File: src/rtl/spi_cmd_pkg.sv
package spi_cmd_pkg;

  // register map
  localparam logic [7:0] A_CMD     = 8'h00;
  localparam logic [7:0] A_NBITS   = 8'h01;
  localparam logic [7:0] A_SRDATA  = 8'h02;
  localparam logic [7:0] A_GUARD   = 8'h03;
  localparam logic [7:0] A_TXBASE  = 8'h08;
  localparam logic [7:0] A_WINBASE = 8'h10;

  localparam logic [7:0] KEY_OPEN  = 8'h30;

  typedef enum logic [7:0] {
    OP_IDLE     = 8'h00,
    OP_SR_READ  = 8'h02,
    OP_SHIFT    = 8'h04,
    OP_SR_WRITE = 8'h20
  } cmd_code_e;

endpackage

File: src/rtl/spi_cmd_regs.sv
module spi_cmd_regs
  import spi_cmd_pkg::*;
#(
  parameter int TX_BYTES = 6
) (
  input  logic                     clk,
  input  logic                     rst_n,
  input  logic                     wr_en,
  input  logic [7:0]               addr,
  input  logic [7:0]               wdata,
  input  logic                     sr_load,
  input  logic [7:0]               sr_value,
  output logic [TX_BYTES-1:0][7:0] tx_bytes,
  output logic [7:0]               nbits,
  output logic [7:0]               guard,
  output logic                     unlocked,
  output logic [7:0]               sr_data
);

  logic [TX_BYTES-1:0][7:0] tx_q, tx_d;
  logic [7:0] nbits_q, nbits_d;
  logic [7:0] guard_q, guard_d;
  logic [7:0] sr_q, sr_d;

  always_comb begin
    tx_d    = tx_q;
    nbits_d = nbits_q;
    guard_d = guard_q;
    sr_d    = sr_q;
    if (wr_en) begin
      if (addr == A_NBITS) nbits_d = wdata;
      if (addr == A_GUARD) guard_d = wdata;
      for (int i = 0; i < TX_BYTES; i++) begin
        if (addr == A_TXBASE + 8'(i)) tx_d[i] = wdata;
      end
    end
    if (sr_load) sr_d = sr_value;
  end

  always_ff @(posedge clk or negedge rst_n) begin
    if (!rst_n) begin
      tx_q    <= '0;
      nbits_q <= '0;
      guard_q <= '0;
      sr_q    <= '0;
    end else begin
      tx_q    <= tx_d;
      nbits_q <= nbits_d;
      guard_q <= guard_d;
      sr_q    <= sr_d;
    end
  end

  assign tx_bytes = tx_q;
  assign nbits    = nbits_q;
  assign guard    = guard_q;
  assign unlocked = (guard_q == KEY_OPEN);
  assign sr_data  = sr_q;


  sr_only_on_done_chk: assert property (@(posedge clk) disable iff (!rst_n)
    !$stable(sr_q) |-> $past(sr_load));

endmodule

File: src/rtl/spi_cmd_ctrl.sv
module spi_cmd_ctrl
  import spi_cmd_pkg::*;
#(
  parameter int         TX_BYTES = 6,
  parameter int         WIN_BITS = 56,
  parameter int         CNT_W    = 6,
  parameter logic [7:0] SR_RD_OP = 8'h05,
  parameter logic [7:0] SR_WR_OP = 8'h01
) (
  input  logic                     clk,
  input  logic                     rst_n,
  input  logic                     wr_en,
  input  logic [7:0]               addr,
  input  logic [7:0]               wdata,
  input  logic                     unlocked,
  input  logic [7:0]               nbits,
  input  logic [TX_BYTES-1:0][7:0] tx_bytes,
  input  logic                     busy,
  input  logic                     done,
  output logic                     start,
  output logic [WIN_BITS-1:0]      load_word,
  output logic [CNT_W-1:0]         load_cnt,
  output logic [7:0]               run_code,
  output logic                     sr_load
);

  logic [WIN_BITS-1:0] prog_word;
  logic                legal;
  logic                cmd_wr;
  logic [7:0]          code_q, code_d;

  // data bytes packed top-down, zero pad byte at the bottom
  for (genvar j = 0; j < TX_BYTES; j++) begin : g_pack
    assign prog_word[WIN_BITS-1-8*j -: 8] = tx_bytes[TX_BYTES-1-j];
  end
  assign prog_word[7:0] = 8'h00;

  assign cmd_wr = wr_en && (addr == A_CMD);

  always_comb begin
    legal     = 1'b0;
    load_word = prog_word;
    load_cnt  = nbits[CNT_W-1:0];
    case (wdata)
      OP_SHIFT: begin
        legal = (nbits != 8'd0) && (nbits <= 8'(WIN_BITS));
      end
      OP_SR_READ: begin
        legal     = 1'b1;
        load_word = {SR_RD_OP, {(WIN_BITS-8){1'b0}}};
        load_cnt  = CNT_W'(16);
      end
      OP_SR_WRITE: begin
        legal     = 1'b1;
        load_word = {SR_WR_OP, tx_bytes[TX_BYTES-1], {(WIN_BITS-16){1'b0}}};
        load_cnt  = CNT_W'(16);
      end
      default: legal = 1'b0;
    endcase
  end

  assign start = cmd_wr && unlocked && !busy && legal;

  always_comb begin
    code_d = code_q;
    if (start)     code_d = wdata;
    else if (done) code_d = OP_IDLE;
  end

  always_ff @(posedge clk or negedge rst_n) begin
    if (!rst_n) code_q <= OP_IDLE;
    else        code_q <= code_d;
  end

  assign run_code = code_q;
  assign sr_load  = done && (code_q == OP_SR_READ);


  code_tracks_busy_chk: assert property (@(posedge clk) disable iff (!rst_n)
    (code_q != OP_IDLE) == busy);

endmodule

File: src/rtl/spi_cmd_shift.sv
module spi_cmd_shift #(
  parameter int WIN_BITS = 56,
  parameter int CNT_W    = 6,
  parameter int HALF_DIV = 2
) (
  input  logic                clk,
  input  logic                rst_n,
  input  logic                start,
  input  logic [WIN_BITS-1:0] load_word,
  input  logic [CNT_W-1:0]    load_cnt,
  input  logic                miso,
  output logic                active,
  output logic                done,
  output logic                sck,
  output logic                cs_n,
  output logic                mosi,
  output logic [WIN_BITS-1:0] win,
  output logic [7:0]          sr_value
);

  localparam int DIV_W = $clog2(HALF_DIV + 1);

  logic [WIN_BITS-1:0] win_q, win_d;
  logic [CNT_W-1:0]    left_q, left_d;
  logic [DIV_W-1:0]    div_q, div_d;
  logic                sck_q, sck_d;
  logic                act_q, act_d;
  logic                smp_q, smp_d;
  logic                tick;

  assign tick = act_q && (div_q == DIV_W'(HALF_DIV - 1));

  always_comb begin
    win_d  = win_q;
    left_d = left_q;
    div_d  = div_q;
    sck_d  = sck_q;
    act_d  = act_q;
    smp_d  = smp_q;
    if (start) begin
      act_d  = 1'b1;
      win_d  = load_word;
      left_d = load_cnt;
      div_d  = '0;
      sck_d  = 1'b0;
    end else if (act_q) begin
      if (tick) begin
        div_d = '0;
        if (!sck_q) begin
          sck_d = 1'b1;
          smp_d = miso;
        end else begin
          sck_d  = 1'b0;
          win_d  = {win_q[WIN_BITS-2:0], smp_q};
          left_d = left_q - CNT_W'(1);
          if (left_q == CNT_W'(1)) act_d = 1'b0;
        end
      end else begin
        div_d = div_q + DIV_W'(1);
      end
    end
  end

  always_ff @(posedge clk or negedge rst_n) begin
    if (!rst_n) begin
      win_q  <= '0;
      left_q <= '0;
      div_q  <= '0;
      sck_q  <= 1'b0;
      act_q  <= 1'b0;
      smp_q  <= 1'b0;
    end else begin
      win_q  <= win_d;
      left_q <= left_d;
      div_q  <= div_d;
      sck_q  <= sck_d;
      act_q  <= act_d;
      smp_q  <= smp_d;
    end
  end

  assign active   = act_q;
  assign done     = tick && sck_q && (left_q == CNT_W'(1));
  assign sck      = sck_q;
  assign cs_n     = !act_q;
  assign mosi     = act_q && win_q[WIN_BITS-1];
  assign win      = win_q;
  assign sr_value = {win_q[6:0], smp_q};


  sck_idle_low_chk: assert property (@(posedge clk) disable iff (!rst_n)
    !act_q |-> !sck_q);

  cs_after_fall_chk: assert property (@(posedge clk) disable iff (!rst_n)
    $rose(cs_n) |-> $fell(sck_q));

  cnt_in_window_chk: assert property (@(posedge clk) disable iff (!rst_n)
    start |-> (load_cnt != '0) && (int'(load_cnt) <= WIN_BITS));

  no_restart_chk: assert property (@(posedge clk) disable iff (!rst_n)
    start |-> !act_q);

  win_steady_chk: assert property (@(posedge clk) disable iff (!rst_n)
    (act_q && !(tick && sck_q)) |=> $stable(win_q));

endmodule

File: src/rtl/spi_cmd_engine.sv
module spi_cmd_engine
  import spi_cmd_pkg::*;
#(
  parameter int         TX_BYTES = 6,
  parameter int         HALF_DIV = 2,
  parameter logic [7:0] SR_RD_OP = 8'h05,
  parameter logic [7:0] SR_WR_OP = 8'h01
) (
  input  logic       clk,
  input  logic       rst_n,
  input  logic       reg_wr,
  input  logic [7:0] reg_addr,
  input  logic [7:0] reg_wdata,
  output logic [7:0] reg_rdata,
  output logic       spi_sck,
  output logic       spi_cs_n,
  output logic       spi_mosi,
  input  logic       spi_miso
);

  localparam int WIN_BYTES = TX_BYTES + 1;
  localparam int WIN_BITS  = 8 * WIN_BYTES;
  localparam int CNT_W     = $clog2(WIN_BITS + 1);

  logic [1:0] rst_sync_q;
  logic       rst_int_n;

  always_ff @(posedge clk or negedge rst_n) begin
    if (!rst_n) rst_sync_q <= 2'b00;
    else        rst_sync_q <= {rst_sync_q[0], 1'b1};
  end
  assign rst_int_n = rst_sync_q[1];

  logic [TX_BYTES-1:0][7:0] tx_bytes;
  logic [7:0]          nbits, guard, sr_data, sr_value, run_code;
  logic                unlocked, sr_load, start, busy, done;
  logic [WIN_BITS-1:0] load_word, win;
  logic [CNT_W-1:0]    load_cnt;

  spi_cmd_regs #(.TX_BYTES(TX_BYTES)) u_regs (
    .clk      (clk),
    .rst_n    (rst_int_n),
    .wr_en    (reg_wr),
    .addr     (reg_addr),
    .wdata    (reg_wdata),
    .sr_load  (sr_load),
    .sr_value (sr_value),
    .tx_bytes (tx_bytes),
    .nbits    (nbits),
    .guard    (guard),
    .unlocked (unlocked),
    .sr_data  (sr_data)
  );

  spi_cmd_ctrl #(
    .TX_BYTES (TX_BYTES),
    .WIN_BITS (WIN_BITS),
    .CNT_W    (CNT_W),
    .SR_RD_OP (SR_RD_OP),
    .SR_WR_OP (SR_WR_OP)
  ) u_ctrl (
    .clk       (clk),
    .rst_n     (rst_int_n),
    .wr_en     (reg_wr),
    .addr      (reg_addr),
    .wdata     (reg_wdata),
    .unlocked  (unlocked),
    .nbits     (nbits),
    .tx_bytes  (tx_bytes),
    .busy      (busy),
    .done      (done),
    .start     (start),
    .load_word (load_word),
    .load_cnt  (load_cnt),
    .run_code  (run_code),
    .sr_load   (sr_load)
  );

  spi_cmd_shift #(
    .WIN_BITS (WIN_BITS),
    .CNT_W    (CNT_W),
    .HALF_DIV (HALF_DIV)
  ) u_shift (
    .clk       (clk),
    .rst_n     (rst_int_n),
    .start     (start),
    .load_word (load_word),
    .load_cnt  (load_cnt),
    .miso      (spi_miso),
    .active    (busy),
    .done      (done),
    .sck       (spi_sck),
    .cs_n      (spi_cs_n),
    .mosi      (spi_mosi),
    .win       (win),
    .sr_value  (sr_value)
  );

  always_comb begin
    reg_rdata = 8'h00;
    case (reg_addr)
      A_CMD:    reg_rdata = run_code;
      A_NBITS:  reg_rdata = nbits;
      A_SRDATA: reg_rdata = sr_data;
      A_GUARD:  reg_rdata = guard;
      default:  reg_rdata = 8'h00;
    endcase
    for (int i = 0; i < TX_BYTES; i++) begin
      if (reg_addr == A_TXBASE + 8'(i)) reg_rdata = tx_bytes[i];
    end
    for (int k = 0; k < WIN_BYTES; k++) begin
      if (reg_addr == A_WINBASE + 8'(k)) reg_rdata = win[8*k +: 8];
    end
  end


  open_before_cs_chk: assert property (@(posedge clk) disable iff (!rst_int_n)
    $fell(spi_cs_n) |-> $past(unlocked));

endmodule

File: config.mk
export PLATFORM = sky130hd
export DESIGN_NAME = spi_cmd_engine
export DESIGN_NICKNAME = d
export VERILOG_FILES = /design/src/rtl/spi_cmd_pkg.sv /design/src/rtl/spi_cmd_regs.sv /design/src/rtl/spi_cmd_ctrl.sv /design/src/rtl/spi_cmd_shift.sv /design/src/rtl/spi_cmd_engine.sv
export SDC_FILE = /design/constraint.sdc
export NUM_CORES = 1
export LEC_CHECK = 0
export BUFFER_PORTS_ARGS = -buffer_cell sky130_fd_sc_hd__buf_2
export CAP_MARGIN = 20
export CELL_PAD_IN_SITES_DETAIL_PLACEMENT = 1
export CELL_PAD_IN_SITES_GLOBAL_PLACEMENT = 2
export CORE_MARGIN = 4
export CORE_UTILIZATION = 45
export DETAILED_ROUTE_END_ITERATION = 8
export PLACE_DENSITY_LB_ADDON = 0.25
export SLEW_MARGIN = 20
export SYNTH_ARGS = -nofsm -noshare
export SYNTH_HDL_FRONTEND = slang
export SYNTH_HIERARCHICAL = 1
export SYNTH_SLANG_ARGS = --single-unit
File: constraint.sdc
create_clock -name clk -period 9.1 [get_ports clk]
set_input_delay 1.82 -clock clk [delete_from_list [all_inputs] [get_ports clk]]
set_output_delay 1.82 -clock clk [all_outputs]
set_load 0.01 [all_outputs]
==> metrics.json, run 1 <==
{
  "outcome": {
    "status": "finished clean"
  },
  "worst_setup_path": {
    "path_cells": "buf_2, buf_4, nand2b_1, nor2_1, a211oi_1, o31ai_1, a221oi_1, a211oi_1, buf_2",
    "timing.critical_path.max_delay_family": "buffers and inverters",
    "rr_startpoint": "u_regs/guard[7]",
    "critical_path_launch_point_type": "primary input",
    "worstPathRequired_ps": 7280,
    "critPathCaptureType": "primary output",
    "timing_worst_setup_path_type": "primary input to primary output",
    "cp_data_arrival_time_ps": 4620,
    "critical_path.n_buffers_inverters": 3,
    "timing.critical_path.slowest_cell_delay_ps": 590,
    "worstSetupStartpoint": "reg_addr[0]",
    "cp_max_fo": 45,
    "critPathSlowestCell": "sky130_fd_sc_hd__buf_2"
  },
  "synth": {
    "synthDominantAreaCellType": "sky130_fd_sc_hd__dfrtp_1",
    "count_of_synthesis_stage_warnings_from_yosys": 6,
    "synth_top_cell_area_share_pct": 42.5,
    "ys_seq_area_share_pct": 42.5,
    "synth_ff_type": "sky130_fd_sc_hd__dfrtp_1",
    "synth_most_common_cell": "sky130_fd_sc_hd__dfrtp_1",
    "synth_enable_flop_cells": 0,
    "syn-instance-count": 858,
    "syn-cell-area_mm2": 0.00877,
    "synth_area_per_cell_um2": 10.2,
    "synth.top_cells.by_count": "sky130_fd_sc_hd__dfrtp_1, sky130_fd_sc_hd__nand2_1, sky130_fd_sc_hd__mux2_2",
    "synth_area_leaders": "sky130_fd_sc_hd__dfrtp_1, sky130_fd_sc_hd__mux2_2, sky130_fd_sc_hd__mux2i_1, sky130_fd_sc_hd__nand2_1, sky130_fd_sc_hd__and2_1",
    "asyncSetResetFlopFracSynth_pct": 100,
    "netlist-cell-type-count": 77,
    "ys_seq_elements": 149
  },
  "global_routing": {
    "grt_start_max_net_pins": 84,
    "antenna_found_initial": 0,
    "grt.overflow.total": 0,
    "global_route_wire_length_before_repair_um": 45600,
    "first_global_vias": 7329,
    "grt_usage_pct": 27.6
  },
  "place": {
    "place_congestion": 0.954,
    "placedCellCount": 1090,
    "placedInstanceArea_mm2": 0.00892,
    "dp.final_hpwl_um": 20900,
    "place_worst_setup_slack_ps": 2760,
    "io_buffers": 30
  },
  "timing": {
    "timing_max_transition_violations_final": 0,
    "final_min_period_over_clock_period_pct": 70.8,
    "worst-slew-pin-transition_ps": 1070,
    "clock.fmax_ghz": 0.155,
    "fin_setup_tns_ps": 0,
    "final_period_minus_worst_setup_slack_ps": 6440,
    "grt_setup_unrepaired": "no",
    "final_hold_viol_count": 0,
    "worst_slew_margin_rel_pct": 26.6,
    "timing.clock.skew_ps": 12.8,
    "final_critical_path_setup_slack_ps": 2660,
    "finalSetupViolations": 0
  },
  "floorplanning": {
    "core_area_mm2": 0.0190,
    "design.die.area_mm2": 0.0218,
    "floorplan.die.width_um": 148,
    "fp.dieH_um": 148,
    "placementRows": 50,
    "io_pins": 31,
    "start_util_pct": 46.3
  },
  "route": {
    "route.detailed.wl_per_inst_um": 26.0,
    "dr_wl_met3_um": 1650,
    "drc_violation_count_after_routing": 0,
    "antenna_violating_nets_post_route": 0,
    "total_routed_length_um": 29200,
    "wirelength_met1_um": 13500,
    "vias_per_cell": 6.17,
    "drtPass1Iterations": 5,
    "dr_total_vias": 6929,
    "routed.top_layer": "met4",
    "detailed_routed_wire_length_on_met2_um": 13500,
    "drt_iter0_markers": 544
  },
  "clock_tree": {
    "post_cts.resized_instances": 0,
    "cts_inserted_buffers": 17,
    "cts-hold-fix-buffers": 0,
    "max-clock-path-buffers": 2,
    "cts.repair_timing.setup_buffer_count": 0,
    "cts.reportedPaths.clkPinSlew_ps": 70,
    "clkSinkCount": 149,
    "insertion_delay_ps": 430,
    "clock_tree_from_tritoncts": "done",
    "cts.root.buffer_cell": "sky130_fd_sc_hd__clkbuf_16",
    "ctsHtreeMaxLevel": 4
  },
  "cells_and_area": {
    "final_util_pct": 50.3,
    "final_design_area_no_fill_mm2": 0.00954,
    "final_net_count": 872,
    "area_growth_pct": 8.76,
    "drive_gt1_share_pct": 23.1,
    "antenna_cells_inserted": 0,
    "final_cells": 1123
  },
  "power_and_ir_drop": {
    "leakagePower_nw": 3.86,
    "ir_drop_mv": 0.128,
    "cellPowerDensity_mw_per_mm2": 161
  },
  "min_path": {
    "hp-class": "flip-flop to async pin"
  },
  "job": {
    "cap_violations": 0
  }
}
==> sequential cells by signal, indices dropped and copies added, names as in the netlist <==
signal	count
rst_sync_q	2
u_ctrl/run_code	8
u_regs/guard	8
u_regs/nbits	8
u_regs/sr_data	8
u_regs/tx_bytes	48
u_shift/active	1
u_shift/div_q	2
u_shift/left_q	6
u_shift/sck	1
u_shift/smp_q	1
u_shift/win	56
==> report_power, final <==
part | leakage, nW | switching [mW] | internal [mW]
registers | 1.75 | 0.0253 | 0.680
logic | 1.83 | 0.0743 | 0.0438
clock network | 0.279 | 0.310 | 0.404
total | 3.86 | 0.409 | 1.13
==> cell families (layout without fill, tap and decap cells) <==
| family | Yosys count | count (layout) | share of synthesized area [%] |
|---|---|---|---|
| AOI/OAI and AO/OA | 182 | 182 | 13.3 |
| other | 2 | 9 | 0.0856 |
| DFF | 149 | 149 | 42.5 |
| adders and majority gates | 2 | 2 | 0.285 |
| xor gates and xnor gates | 4 | 4 | 0.399 |
| muxes | 154 | 154 | 20.2 |
| and+or+nand+nor | 276 | 276 | 17.6 |
| buffers and inverters | 89 | 87 | 5.65 |
==> layout make-up <==
type	count	area [µm²]
Clock buffer	21	470
Clock inverter	11	113
Fill cell	2102	9420
Inverter	16	60.1
Multi-Input combinational cell	627	4600
Sequential cell	149	3730
Tap cell	260	325
Timing Repair Buffer	39	238
==> routing by layer <==
layer / GRT usage, % / vias to the layer above
li1: - / 3092
met1: 39.8 / 3589
met2: 43.3 / 218
met3: 4.84 / 30
met4: 7.08 / 0
met5: 0 / -
==> path summary, 6_finish.rpt <==
kind                                endpoint  slack, ps  depth (start not counted)
min in group clk               rst_sync_q[1]        360                          0
min                        u_shift/left_q[1]        300                          0
max reg2reg                u_shift/left_q[1]       5270                          8
max in group asynchronous    u_shift/win[28]       7530                          1
min reg2reg                u_shift/left_q[1]        300                          0
max                             reg_rdata[4]       2660                          9
==> placed cells by master, fill, tap and decap left out, drive strengths merged, types with 4 or more instances in the layout <==
cell type,Yosys,routed
mux2,84,84
a221oi,9,9
mux4,10,10
mux2i,60,60
and2,46,46
nor3,12,12
a21oi,30,30
buf,47,39
nor2,36,36
o22ai,10,10
a31oi,4,4
conb,2,9
nand3,21,21
nor4,7,7
or3,6,6
a32oi,4,4
o221ai,6,6
and3,7,7
o211ai,8,8
inv,15,20
nand4b,4,4
or4,4,4
a22oi,4,4
nand2,94,94
clkbuf,26,21
dfrtp,149,149
a22o,10,10
nand2b,11,11
nand4,7,7
a211oi,4,4
nor2b,9,9
o21ai,74,74
==> metrics by stage <==
stage	total power [mW]	hold WS [ps]
2_1_floorplan	0.785	331
3_3_place_gp	0.828	342
3_5_place_dp	0.832	340
4_1_cts	1.54	360
5_1_grt	1.59	360
6_report	1.54	303
No activity file was read; power rests on OpenSTA's default activity.
==> run 2, diff against run 1 <==
Settings changed: CORE_UTILIZATION 45 to 37.
Clock period 9.1 ns to 5.15 ns, I/O delays scaled along.
==> run 2 against run 1 <==
  * Clock skew up 2.4 ps
  * Flip-flop and latch count did not move
  * Sequential share of layout area is 0.63 points lower
  * Critical endpoint is now reg_rdata[6]
==> metrics.json, run 2 (same netlist as run 1, synthesis figures left out) <==
{
  "worst_setup_path": {
    "rr_startpoint": "u_regs/guard[7]",
    "critPathMostFrequentCell": "sky130_fd_sc_hd__buf_2",
    "timing.critical_path.slowest_cell_delay_ps": 710,
    "cp_max_fo": 14,
    "path_cells": "buf_2, nor2b_1, o21ai_0, o211ai_1, a21oi_1, a2111oi_0, a221oi_2, buf_2",
    "critical_path_launch_point_type": "primary input",
    "critPathSlowestCell": "sky130_fd_sc_hd__a2111oi_0",
    "timing_worst_setup_path_type": "primary input to primary output",
    "cp_data_arrival_time_ps": 3570,
    "critPathCaptureType": "primary output",
    "worstPathRequired_ps": 4120,
    "worstSetupStartpoint": "reg_addr[2]"
  },
  "clock_tree": {
    "clkSinkCount": 149,
    "clock_tree_from_tritoncts": "done",
    "ctsHtreeMaxLevel": 4,
    "cts-hold-fix-buffers": 0,
    "post_cts.resized_instances": 0,
    "insertion_delay_ps": 440,
    "cts.root.buffer_cell": "sky130_fd_sc_hd__clkbuf_16",
    "max-clock-path-buffers": 2,
    "cts.repair_timing.setup_buffer_count": 0,
    "cts_inserted_buffers": 17,
    "cts.reportedPaths.clkPinSlew_ps": 70
  },
  "timing": {
    "timing.clock.skew_ps": 15.2,
    "grt_setup_unrepaired": "no",
    "fin_setup_tns_ps": 0,
    "finalSetupViolations": 0,
    "clock.fmax_ghz": 0.218,
    "final_hold_viol_count": 0,
    "final_min_period_over_clock_period_pct": 89.3,
    "worst-slew-pin-transition_ps": 1040,
    "worst_slew_margin_rel_pct": 29.8,
    "final_period_minus_worst_setup_slack_ps": 4600,
    "timing_max_transition_violations_final": 0
  },
  "route": {
    "drc_violation_count_after_routing": 0,
    "total_routed_length_um": 30400,
    "route.detailed.wl_per_inst_um": 25.5,
    "vias_per_cell": 5.78,
    "drtPass1Iterations": 5,
    "antenna_violating_nets_post_route": 0,
    "dr_total_vias": 6870,
    "drt_iter0_markers": 589
  },
  "global_routing": {
    "grt_start_max_net_pins": 68,
    "grt_usage_pct": 23.9,
    "global_route_wire_length_before_repair_um": 47300,
    "grt.overflow.total": 0,
    "first_global_vias": 7271,
    "antenna_found_initial": 0
  },
  "min_path": {
    "hold_path.startpoint": "rst_sync_q[0]",
    "hp-class": "flip-flop to flip-flop"
  },
  "outcome": {
    "status": "finished clean"
  },
  "place": {
    "placedInstanceArea_mm2": 0.00906,
    "dp.final_hpwl_um": 21800,
    "place_congestion": 0.938,
    "io_buffers": 30
  },
  "power_and_ir_drop": {
    "leakagePower_nw": 3.92,
    "power.internal_mw": 2.07,
    "power_switching_mw": 0.748,
    "ir_drop_mv": 0.167,
    "power.share.combinational_pct": 7.4,
    "seqPwrFrac_pct": 44.2,
    "part_of_the_total_power_dissipated_in_the_clock_network_pct": 48.5,
    "cellPowerDensity_mw_per_mm2": 291,
    "netSwitchingFraction_pct": 26.5
  },
  "cells_and_area": {
    "largest_register_ff_count": 56,
    "nFillCells": 2642,
    "antenna_cells_inserted": 0,
    "final_net_count": 879,
    "area_growth_pct": 10.5,
    "final_common_cell": "sky130_fd_sc_hd__dfrtp_1",
    "final_util_pct": 41.4,
    "layout.cells.most_common_list": "sky130_fd_sc_hd__dfrtp_1, sky130_fd_sc_hd__nand2_1, sky130_fd_sc_hd__mux2_2",
    "final_design_area_no_fill_mm2": 0.00970,
    "drive_gt1_share_pct": 23.6
  },
  "job": {
    "cap_violations": 0
  },
  "floorplanning": {
    "floorplan.die.width_um": 162,
    "placementRows": 56,
    "core_area_mm2": 0.0234,
    "design.die.area_mm2": 0.0262,
    "start_util_pct": 37.5,
    "fp.dieH_um": 162,
    "io_pins": 31
  }
}
-- run 2: changes by cell type in the layout (fill, tap and decap cells not counted), moves of 2 or more --
cell,delta
sky130_fd_sc_hd__buf_4,+7
sky130_fd_sc_hd__clkinv_4,+3
sky130_fd_sc_hd__clkinvlp_4,-3
sky130_fd_sc_hd__bufinv_16,+2
sky130_fd_sc_hd__clkbuf_8,-2
sky130_fd_sc_hd__inv_6,-2
sky130_fd_sc_hd__inv_8,+2
-- run 2: final cells by class --
class	count	area, µm²	share of cell area, %
Clock buffer	19	443	4.57
Clock inverter	13	193	1.99
Inverter	16	60.1	0.619
Multi-Input combinational cell	627	4590	47.3
Sequential cell	149	3730	38.5
Tap cell	319	399	4.12
Timing Repair Buffer	46	283	2.92
-- run 2: metrics by stage --
stage | hold WS, ps | total power, mW | instances | setup slack [ps]
after floorplan | 331 | 1.39 | 865 | 691
after global placement | 337 | 1.47 | 1157 | 688
after detailed placement | 337 | 1.47 | 1157 | 721
after CTS | 341 | 2.85 | 1189 | 724
after global routing | 335 | 2.93 | 1189 | 473
final | 352 | 2.82 | 1189 | 553
-- run 2: worst paths after layout --
| kind | endpoint | slack, ps | depth (start not counted) |
|---|---|---|---|
| min in group asynchronous | rst_sync_q[1] | 360 | 1 |
| max reg2reg | u_shift/win[26] | 1820 | 8 |
| max | reg_rdata[6] | 550 | 8 |
| max in group asynchronous | u_shift/win[44] | 3320 | 1 |
| min reg2reg | rst_sync_q[1] | 350 | 0 |
| min | rst_sync_q[1] | 350 | 0 |
-- run 2: critical path: cells and delay by family --
kind	cells	cell delay [ps]
buffers and inverters	2	490
and+or+nand+nor	1	660
AOI/OAI and AO/OA	5	1380
-- run 2: routing by layer --
layer	vias to the layer above	global-route usage, %	wire length [µm]
met3	40	6.01	1620
li1	3106	-	-
met1	3540	34.0	14300
met2	184	36.7	13800
met4	0	6.42	626
met5	-	0	0
-- run 2: power by group through the flow --
stage / logic, mW / clock network, mW / registers, mW
floorplan: 0.132 / 0 / 1.26
global placement: 0.201 / 0 / 1.27
detailed placement: 0.205 / 0 / 1.27
CTS: 0.207 / 1.40 / 1.25
global route: 0.226 / 1.45 / 1.25
finish: 0.208 / 1.37 / 1.25
==> run 3, diff against run 2 <==
Settings changed: CORE_UTILIZATION 37 to 42.
Clock period 5.15 ns to 5.2 ns, I/O delays scaled along.
==> run 3 against run 2 <==
  * Clock power barely moved
  * Global-route usage rose by 1.8 points
  * Register-to-register slack improved by 110 ps
  * Via count rose by 1.1%
  * Clock skew fell by 6.8 ps
  * Worst hold slack got worse by 4.6 ps
  * Critical path type unchanged
  * Highest routed layer unchanged
  * Design area fell by 0.79%
  * Largest cell class unchanged
  * Combinational power fell by 3%
  * Core utilization rose by 5.8 points
  * First-iteration DRC count fell by 4.4%
==> metrics.json, run 3 (same netlist as run 1, synthesis figures left out) <==
{
  "worst_setup_path": {
    "cp_max_fo": 30,
    "rr_startpoint": "u_regs/guard[7]",
    "path_cells": "buf_2, buf_4, or2_2, o221ai_1, a21oi_1, o21ai_0, or3_1, a32oi_1, buf_2",
    "worstSetupStartpoint": "reg_addr[1]",
    "timing_worst_setup_path_type": "primary input to primary output",
    "worst-r2r-cell-count": 8,
    "timing.critical_path.slowest_cell_delay_ps": 530,
    "worstPathRequired_ps": 4160,
    "critical_path_launch_point_type": "primary input",
    "critPathCaptureType": "primary output",
    "critPathSlowestCell": "sky130_fd_sc_hd__buf_2",
    "critPathMostFrequentCell": "sky130_fd_sc_hd__buf_2",
    "cp_data_arrival_time_ps": 3530
  },
  "min_path": {
    "cells_on_worst_hold_path": 0,
    "hold_path.startpoint": "rst_sync_q[0]",
    "hp-class": "flip-flop to flip-flop"
  },
  "route": {
    "dr_total_vias": 6945,
    "total_routed_length_um": 29500,
    "routed.top_layer": "met4",
    "wirelength_met1_um": 14000,
    "dr_wl_met3_um": 1400,
    "antenna_violating_nets_post_route": 0,
    "route.detailed.wl_per_inst_um": 26.0,
    "vias_per_cell": 6.11,
    "drt_iter0_markers": 563,
    "drc_violation_count_after_routing": 0,
    "drtPass1Iterations": 5,
    "detailed_routed_wire_length_on_met2_um": 13700
  },
  "timing": {
    "final_period_minus_worst_setup_slack_ps": 4570,
    "final_hold_viol_count": 0,
    "timing.clock.skew_ps": 8.39,
    "final_min_period_over_clock_period_pct": 88.0,
    "fin_setup_tns_ps": 0,
    "worst_slew_margin_rel_pct": 34.2,
    "clock.fmax_ghz": 0.219,
    "finalSetupViolations": 0,
    "grt_setup_unrepaired": "no",
    "final_critical_path_setup_slack_ps": 625,
    "worst-slew-pin-transition_ps": 987,
    "timing_max_transition_violations_final": 0
  },
  "place": {
    "placedCellCount": 1105,
    "io_buffers": 30,
    "place_worst_setup_slack_ps": 675,
    "place_congestion": 0.938,
    "dp.final_hpwl_um": 21200
  },
  "clock_tree": {
    "insertion_delay_ps": 430,
    "clock_tree_from_tritoncts": "done",
    "cts.reportedPaths.clkPinSlew_ps": 60,
    "cts-hold-fix-buffers": 0,
    "clkSinkCount": 149,
    "ctsHtreeMaxLevel": 4,
    "cts.root.buffer_cell": "sky130_fd_sc_hd__clkbuf_16",
    "max-clock-path-buffers": 2,
    "cts.repair_timing.setup_buffer_count": 0,
    "cts_inserted_buffers": 17,
    "post_cts.resized_instances": 0
  },
  "global_routing": {
    "global_route_wire_length_before_repair_um": 45800,
    "grt_usage_pct": 25.8,
    "grt_start_max_net_pins": 74,
    "grt.overflow.total": 0,
    "first_global_vias": 7303,
    "antenna_found_initial": 0
  },
  "cells_and_area": {
    "layout.cells.most_common_list": "sky130_fd_sc_hd__dfrtp_1, sky130_fd_sc_hd__nand2_1, sky130_fd_sc_hd__mux2_2",
    "largest_register_ff_count": 56,
    "area_growth_pct": 9.67,
    "final_common_cell": "sky130_fd_sc_hd__dfrtp_1",
    "final_net_count": 876,
    "final_cells": 1137,
    "antenna_cells_inserted": 0,
    "drive_gt1_share_pct": 23.3
  },
  "floorplanning": {
    "placementRows": 52,
    "design.die.area_mm2": 0.0233,
    "fp.dieH_um": 153,
    "floorplan.die.width_um": 153,
    "core_area_mm2": 0.0204,
    "io_pins": 31,
    "start_util_pct": 43.1
  },
  "power_and_ir_drop": {
    "post_layout_total_power_mw": 2.80,
    "ir_drop_mv": 0.175,
    "cellPowerDensity_mw_per_mm2": 291,
    "leakagePower_nw": 3.90
  },
  "job": {
    "cap_violations": 0
  },
  "outcome": {
    "status": "finished clean"
  }
}
[run 3: cell types whose count changed in the layout (fill, tap and decap cells not counted), sizes merged]
cell	before	now
buf	46	43
bufinv	3	4
clkbuf	19	20
clkinv	6	2
clkinvlp	0	2
[run 3: metal layers]
metal  track usage (%)  up-vias
met4              5.77        0
li1                  -     3095
met2              40.6      182
met3              4.52       30
met1              37.6     3638
met5                 0        -
[run 3: worst max-delay path: cells and delay by family]
family	cells	cell delay, ps
AND/OR/NAND/NOR	2	670
buffers and inverters	3	1150
AO/OA/AOI/OAI	4	660
[run 3: final timing paths]
kind	end	slack (ps)
worst min-delay path	rst_sync_q[1]	350
worst max-delay path	reg_rdata[7]	630
worst max register to register	u_shift/win[26]	1930
max in group asynchronous	u_shift/win[25]	3530
worst min register to register	rst_sync_q[1]	350
min in group asynchronous	rst_sync_q[1]	380
[run 3: where the power goes]
group	internal, mW	switching (mW)	total, mW
logic	0.0763	0.125	0.201
clock network	0.827	0.529	1.36
registers	1.19	0.0494	1.24
[run 3: layout make-up]
cell class	count	area, µm²
repair buffers	43	260
flip-flops and latches	149	3730
fillers	2231	10700
inverters	16	60.1
well taps	270	338
clock inverters	12	190
multi-input cells	627	4590
clock buffers	20	447
[run 3: per-stage QoR]
step	instance area, µm²	hold slack (ps)	utilization, %
detailed placement	8980	336	44.1
floorplan	8800	331	-
global route	9620	356	47.2
finish	9620	347	47.2
CTS	9610	351	47.2
global placement	8980	338	44.1
